**src/rtl/can_tx_sched.sv**
```systemverilog
module can_tx_sched #(
  parameter int NBUF   = 3,
  parameter int PRIO_W = 2,
  parameter int TAG_W  = 11,
  localparam int SEL_W = (NBUF > 1) ? $clog2(NBUF) : 1
) (
  input  logic              clk,
  input  logic              rst_n,
  input  logic              one_shot,
  input  logic [NBUF-1:0]   req_set,
  input  logic [NBUF-1:0]   abort_set,
  input  logic [NBUF-1:0]   pin_en,
  input  logic [NBUF-1:0]   rts_n,
  input  logic [NBUF-1:0]   prio_we,
  input  logic [PRIO_W-1:0] prio_wdata,
  input  logic [NBUF-1:0]   tag_we,
  input  logic [TAG_W-1:0]  tag_wdata,
  output logic              eng_req,
  output logic [SEL_W-1:0]  eng_sel,
  output logic [TAG_W-1:0]  eng_tag,
  input  logic              eng_grant,
  input  logic              eng_done,
  input  logic              eng_lost,
  input  logic              eng_err,
  output logic [NBUF-1:0]   txreq,
  output logic [NBUF-1:0]   aborted,
  output logic [NBUF-1:0]   lost,
  output logic [NBUF-1:0]   txerr,
  output logic [NBUF-1:0]   done_irq,
  output logic [NBUF-1:0]   pin_level
);

  logic [NBUF-1:0]   s1, s2, s3, abt_pend;
  logic              busy;
  logic [SEL_W-1:0]  act, win;
  logic [PRIO_W-1:0] win_p;
  logic              any;
  logic [PRIO_W-1:0] prio [NBUF];
  logic [TAG_W-1:0]  tag  [NBUF];

  always_comb begin
    win   = '0;
    win_p = '0;
    any   = 1'b0;
    for (int i = 0; i < NBUF; i++)
      if (txreq[i] && (!any || prio[i] >= win_p)) begin
        win   = SEL_W'(i);
        win_p = prio[i];
        any   = 1'b1;
      end
  end

  assign eng_req   = !busy && any;
  assign eng_sel   = busy ? act : win;
  assign eng_tag   = tag[eng_sel];
  assign pin_level = s2;

  wire take     = eng_req && eng_grant;
  wire fin      = busy && (eng_done || eng_lost || eng_err);
  wire ok_done  = busy && eng_done;
  wire bad_err  = busy && !eng_done && eng_err;
  wire bad_lost = busy && !eng_done && !eng_err && eng_lost;

  logic [NBUF-1:0] fall, is_act, newreq, kill, ab_eff, taken;

  always_comb begin
    for (int i = 0; i < NBUF; i++) begin
      fall[i]   = s3[i] && !s2[i] && pin_en[i];
      is_act[i] = busy && (act == SEL_W'(i));
      taken[i]  = take && (win == SEL_W'(i));
      newreq[i] = (req_set[i] || fall[i]) && !txreq[i];
      kill[i]   = abort_set[i] && txreq[i] && !is_act[i] && !taken[i];
      ab_eff[i] = abt_pend[i] || abort_set[i];
    end
  end

  always_ff @(posedge clk or negedge rst_n) begin
    if (!rst_n) begin
      s1 <= '1;
      s2 <= '1;
      s3 <= '1;
    end else begin
      s1 <= rts_n;
      s2 <= s1;
      s3 <= s2;
    end
  end

  always_ff @(posedge clk or negedge rst_n) begin
    if (!rst_n) begin
      busy <= 1'b0;
      act  <= '0;
    end else if (take) begin
      busy <= 1'b1;
      act  <= win;
    end else if (fin) begin
      busy <= 1'b0;
    end
  end

  always_ff @(posedge clk or negedge rst_n) begin
    if (!rst_n) begin
      txreq    <= '0;
      aborted  <= '0;
      lost     <= '0;
      txerr    <= '0;
      done_irq <= '0;
      abt_pend <= '0;
      for (int i = 0; i < NBUF; i++) begin
        prio[i] <= '0;
        tag[i]  <= '0;
      end
    end else begin
      for (int i = 0; i < NBUF; i++) begin
        done_irq[i] <= is_act[i] && ok_done;
        if (prio_we[i]) prio[i] <= prio_wdata;
        if (tag_we[i])  tag[i]  <= tag_wdata;

        if (is_act[i] && !fin)  abt_pend[i] <= ab_eff[i];
        else if (taken[i])      abt_pend[i] <= abort_set[i];
        else                    abt_pend[i] <= 1'b0;

        if (newreq[i]) begin
          txreq[i]   <= 1'b1;
          aborted[i] <= 1'b0;
          lost[i]    <= 1'b0;
          txerr[i]   <= 1'b0;
        end else if (kill[i]) begin
          txreq[i]   <= 1'b0;
          aborted[i] <= 1'b1;
        end else if (is_act[i]) begin
          if (ok_done) begin
            txreq[i] <= 1'b0;
          end else if (bad_err || bad_lost) begin
            if (bad_err)  txerr[i] <= 1'b1;
            if (bad_lost) lost[i]  <= 1'b1;
            if (one_shot || ab_eff[i]) txreq[i]   <= 1'b0;
            if (ab_eff[i])             aborted[i] <= 1'b1;
          end
        end
      end
    end
  end

endmodule

```
**config.mk**
```make
export PLATFORM = sky130hd
export DESIGN_NAME = can_tx_sched
export DESIGN_NICKNAME = d
export VERILOG_FILES = /design/src/rtl/can_tx_sched.sv
export SDC_FILE = /design/constraint.sdc
export NUM_CORES = 1
export LEC_CHECK = 0
export BUFFER_PORTS_ARGS = -buffer_cell sky130_fd_sc_hd__buf_2
export CAP_MARGIN = 20
export CORE_MARGIN = 2
export CORE_UTILIZATION = 45
export CTS_CLUSTER_DIAMETER = 200
export DETAILED_ROUTE_END_ITERATION = 8
export PLACE_DENSITY = 0.69
export SLEW_MARGIN = 5
export SYNTH_ARGS = -nofsm -noshare
export SYNTH_HDL_FRONTEND = slang
export SYNTH_SLANG_ARGS = --single-unit
```
**constraint.sdc**
```tcl
create_clock -name clk -period 9.35 [get_ports clk]
set_input_delay 2.805 -clock clk [delete_from_list [all_inputs] [get_ports clk]]
set_output_delay 2.805 -clock clk [all_outputs]
set_load 0.005 [all_outputs]
```
=== Yosys cells after proc, flatten, opt, wreduce, memory -nomap -nowiden ===
Cells that the tools add are included.

* Register bits: 69
* Bits of input ports: 38
* Output and inout port bits: 32

* Order comparisons: 3
* Eq/ne operators: 13
* Muxes and demuxes: 79
* Bitwise logic cells: 1
* Reductions and logical operators: 114

{| class="wikitable"
|+ Operators by type and width
! kind !! count
|-
| 1-bit 2-to-1 mux || 72
|-
| 1-bit logical AND || 40
|-
| 5-bit AND reduction || 6
|-
| 3-bit nonzero test || 9
|-
| 2-bit nonzero test || 13
|-
| 4-bit nonzero test || 6
|-
| 11-bit binary-select mux with 2-bit select || 1
|-
| 11-bit 2-to-1 mux || 2
|-
| 1-bit logical NOT || 18
|-
| 1-bit logical OR || 14
|-
| 4-bit AND reduction || 3
|-
| 3-bit by 1-bit inequality test with 1-bit output, second input constant || 3
|-
| 3-bit AND reduction || 3
|-
| 2-bit 2-to-1 mux || 4
|-
| 2-bit by 1-bit inequality test with 1-bit output, second input constant || 3
|-
| 2-bit inequality test, second input constant || 3
|-
| 2-bit by 1-bit equality test with 1-bit output, second input constant || 2
|-
| 2-bit equality test, second input constant || 2
|-
| 2-bit greater-or-equal comparator || 2
|-
| 2-bit logical NOT || 2
|-
| 3-bit greater-or-equal comparator, second input constant || 1
|-
| 2-bit NOT with 3-bit output || 1
|}

=== Logic depth before layout (Yosys ltp) ===
* Depth in word-level cells: 16
* Gate-level depth with buffers: 13
* Gate-level depth less buffers: 12

=== Least setup slack after synthesis ===
Ideal clock, no wire load.

* Path kind: register -> output
* Start point: reg txreq[0]
* End point: out eng_tag[5]
* Data arrival time: 3.030 ns
* Data required time: 6.545 ns
* Path slack: 3.515 ns
* Cell stages (with the launch flop): 13
* Path buffers: 1
* Cell sequence: dfrtp_1 > and2_1 > ha_1 > nand2b_1 > a22oi_2 > mux2_2 > ha_1 > nand2b_1 > a211o_4 > a211o_1 > buf_6 > nand4_1 > nand3_1

* Cells in the longest elaborated chain, start to end: 14

{| class="wikitable"
|+ RTL lines
! item !! RTL line !! text
|-
| start: declaration || 25 || <nowiki>output logic [NBUF-1:0] txreq,</nowiki>
|-
| start signal: assignment || 103 || <nowiki>txreq <= '0;</nowiki>
|-
| start signal: indexed assignment || 124 || <nowiki>txreq[i] <= 1'b1;</nowiki>
|-
| start signal: indexed assignment || 129 || <nowiki>txreq[i] <= 1'b0;</nowiki>
|-
| 2-bit 2-to-1 mux or 1-bit 2-to-1 mux (tied branches) || 46 || <nowiki>if (txreq[i] && (!any || prio[i] >= win_p)) begin</nowiki>
|-
| 2-bit greater-or-equal comparator or 1-bit logical NOT (tied branches) || 46 ||
|-
| 1-bit logical OR || 46 ||
|-
| 1-bit logical AND || 46 ||
|-
| 2-bit 2-to-1 mux or 1-bit 2-to-1 mux (tied branches) || 46 ||
|-
| 2-bit greater-or-equal comparator or 1-bit logical NOT (tied branches) || 46 ||
|-
| 1-bit logical OR || 46 ||
|-
| 1-bit logical AND || 46 ||
|-
| 2-bit 2-to-1 mux * || 46 ||
|-
| 2-bit 2-to-1 mux * || 54 || <nowiki>assign eng_sel = busy ? act : win;</nowiki>
|-
| 2-bit NOT with 3-bit output (not written as such) * || 55 || <nowiki>assign eng_tag = tag[eng_sel];</nowiki>
|-
| 11-bit binary-select mux with 2-bit select * || 55 ||
|-
| 11-bit 2-to-1 mux (not written as such) * (2 in a row) || 55 ||
|-
| end: declaration || 20 || <nowiki>output logic [TAG_W-1:0] eng_tag,</nowiki>
|}

Mark *: on every way between the ends. The rest lies on a longest branch, timed or not. The select of a mux whose other input is x is not followed.

=== Worst setup path after layout ===
* Start point: reg txreq[0]
* End point: out eng_tag[4]

Same word-level chain as after synthesis.

==> results.md <==
- Initial antenna violation count: 0
- Main flop type after synthesis: dfrtp_1
- Layout area overhead: 17.7%
- # fillers: 628
- Finished Core Util: 55.2%
- Hold_ws: 0.362 ns
- Post-synth EDFFs: 0
- Final Max Slew Viols: 0
- Rows: 30
- Syn Nets: 321
- Mapped Cells: 279
- Antenna cell count: 0
- Mapped Area: 3200 um^2
- Async SR Flop Fraction: 100%
- Seq. cell area: 1740 um^2
- Post-CTS Setup Inserts: 0
- GRT overflow: 0
- Combinational power share: 39.3%
- Footprint of the multi-input gates: 1360 um^2
- Register bit total from synthesis: 69
- Post_cts resized: 0
- NumNets Final: 386
- Pleak: 1.74 nW
- Sw Pwr: 0.374 mW
- Die H: 88.3 um
- WS Path Type: flip-flop to output port
- Clock sink count: 69
- Cts bufs inserted: 9
- Cts hold-fix bufs: 0
- Final setup fails: 0
- Switching share of power: 37.5%
- Port buffer count: 69
- Final Hold Fails: 0
- Hold Crit Class: flip-flop to flip-flop
- WP data required: 6.55 ns
- Worst slew pin tran: 0.854 ns
- Synth unique cells: 42
- CTS tree: built
- Root Buffer Master: clkbuf_8
- Met3 Usage GRT: 3.17%
- Met2 usage: 30.6%
- Worst Path Arrival: 4.21 ns
- Htree depth: 3
- Via count: 2422
- DR iter-0 viols: 169
- Clock latency on the worst-skew pair: 0.34 ns
- Max Freq: 142 MHz
- Die area: 7800 um^2
- Clk network pwr share: 21.7%
- Total GRT Usage: 19.9%
- CP max FO: 23
- First-pass GRT wire length: 12000 um
- Share of cells above drive strength 1: 39.8%
- Type of origin of the critical path: flip-flop
- Setup crit end kind: output port
- DR pass1 iterations: 4
- Total Wirelength: 7140 um
- Grt met1 use: 27.9%
- Core Region: 6830 um^2
- Clk pin slew, worst setup/hold paths: 0.06 ns
- Status: complete, no violations
- Die span in x: 88.3 um
- Pint: 0.623 mW
- Sequential group share of total power: 39.0%
- WL per Instance: 16.0 um
- Antenna viol nets, final: 0
- Gp weighted congestion: 0.879
- Post-layout min period: 7.02 ns
- Pre-CTS WS: 2.70 ns
- Max-slew headroom: 43.1%
- Vias per cell: 5.44
- Power per cell area: 265 nW/um^2
- Clk buf depth: 2
- Maximum vdd drop: 0.000149 V
- Hpwl dp: 5060 um
- Final Cycle Share: 75.1%
- GR peak layer: met2
- RSZ-0062 raised after global routing: false
- Synth Warn #: 0
- Syn_area_per_cell: 11.5 um^2
- Clk_skew: 0.0156 ns
- Seq/Total Area, Yosys: 54.3%
- Fin worst setup slack: 2.33 ns
- # DRC: 0
- I/O pins: 70
- Pin count of the biggest net entering global routing: 70
- Pwr Total: 0.998 mW
- Fin Setup TNS: 0 ns
- Vias in the first global route: 2488
- Initial Util: 46.8%
- Max-Cap Viols: 0
critical path, stage by stage, from the launching register on:
cell and delay (ns):
dfrtp_1 0.47, and2_1 0.20, ha_1 0.27, nand2b_1 0.17, a22oi_2 0.24, mux2_2 0.38, ha_1 0.27, nand2b_1 0.15
a211o_4 0.39, a21boi_4 0.51, inv_1 0.36, nand3_1 0.18, nand3_1 0.13, buf_2 0.15
logic make-up (layout without fill, tap and decap cells):
family	count (synthesis)	after routing	share of synthesized area [%]
compound gates	53	53	12.9
fa+ha+maj	4	4	1.56
buf+inv	23	93	3.28
flops	69	69	54.3
mux	38	38	13.4
simple gates	92	92	14.6
path summary, 6_finish.rpt:
kind | from | to | slack (ns) | cells past startpoint
min | s1[0]$_DFF_PN1_ | pin_level[0]$_DFF_PN1_ | 0.36 | 0
min in group asynchronous | rst_n | txreq[1]$_DFFE_PN0P_ | 2.67 | 2
max reg2reg | txreq[0]$_DFFE_PN0P_ | aborted[1]$_DFFE_PN0P_ | 6.10 | 11
max | txreq[0]$_DFFE_PN0P_ | eng_tag[4] | 2.33 | 13
max in group asynchronous | rst_n | tag[9]$_DFFE_PN0P_ | 6.14 | 2
min reg2reg | s1[0]$_DFF_PN1_ | pin_level[0]$_DFF_PN1_ | 0.36 | 0
synth_stat cells (2+ instances only):
cell / instances / area share, %
a211oi_2: 3 / 1.2
o22ai_1: 2 / 0.39
a22o_1: 4 / 1.1
ha_1: 4 / 1.6
o2bb2ai_1: 2 / 0.55
nand2_1: 13 / 1.5
buf_2: 6 / 0.94
o21a_1: 2 / 0.47
a21oi_1: 10 / 1.6
nand2b_1: 4 / 0.78
dfrtp_1: 60 / 47
and2_1: 6 / 1.2
nand3_1: 23 / 3.6
a31oi_1: 7 / 1.4
nor3_1: 4 / 0.63
dfstp_2: 9 / 7.4
nor2b_1: 2 / 0.39
clkbuf_1: 8 / 0.94
nor2_1: 20 / 2.3
a21o_1: 2 / 0.47
inv_1: 7 / 0.82
o21ai_0: 2 / 0.31
or3_1: 2 / 0.39
mux2_2: 38 / 13
o211ai_1: 11 / 2.6
nand4_1: 12 / 2.3
registers in the layout (all words and copies together) (netlist names), 3 cells and up:
register / count
aborted: 3
pin_level: 3
lost: 3
s3: 3
txerr: 3
tag: 33
txreq: 3
done_irq: 3
abt_pend: 3
s1: 3
prio: 6
final cells by class:
cell class	instances	area share, %
Clock buffer	15	4.42
Clock inverter	1	0.199
Inverter	7	0.697
Multi-Input combinational cell	187	36.0
Sequential cell	69	46.1
Tap cell	96	3.19
Timing Repair Buffer	70	9.36
per-stage QoR:
step,instances,area [um^2]
finish,445,3770
global route,445,3770
CTS,445,3770
detailed placement,429,3590
global placement,429,3590
floorplan,279,3200
per-layer routing:
layer | vias to the layer above | share of wire [%]
met5 | - | 0
met4 | 0 | 2.2
met3 | 15 | 3.4
met2 | 59 | 49
met1 | 1187 | 45
li1 | 1161 | -
power by group through the flow:
stage                     sequential, mW  combinational [mW]  clock (mW)
after floorplan                    0.372               0.286           0
after global placement             0.394               0.386           0
after detailed placement           0.394               0.394           0
after CTS                          0.389               0.395       0.222
after global routing               0.397               0.440       0.236
final                              0.389               0.392       0.216
placed cells by master (no fill, tap or decap), drive strengths merged:
master    synthesis  final
buf               8     70
dfrtp            60     60
mux2             38     38
nand3            23     23
nor2             21     21
clkbuf            8     15
nand2            13     13
nand4            12     12
o211ai           11     11
a21oi            10     10
dfstp             9      9
inv               7      7
a31oi             7      7
and2              6      6
nand2b            4      4
a22o              4      4
nor3              4      4
ha                4      4
a211oi            3      3
nor2b             2      2
or3               2      2
o22ai             2      2
o21a              2      2
a21o              2      2
o21ai             2      2
o2bb2ai           2      2
a211o             2      2
a22oi             1      1
a21boi            1      1
and3              1      1
or2               1      1
or3b              1      1
a32o              1      1
nor4b             1      1
o311ai            1      1
o31ai             1      1
a31o              1      1
nor3b             1      1
clkinvlp          0      1
No activity file was read; power rests on OpenSTA's default activity.
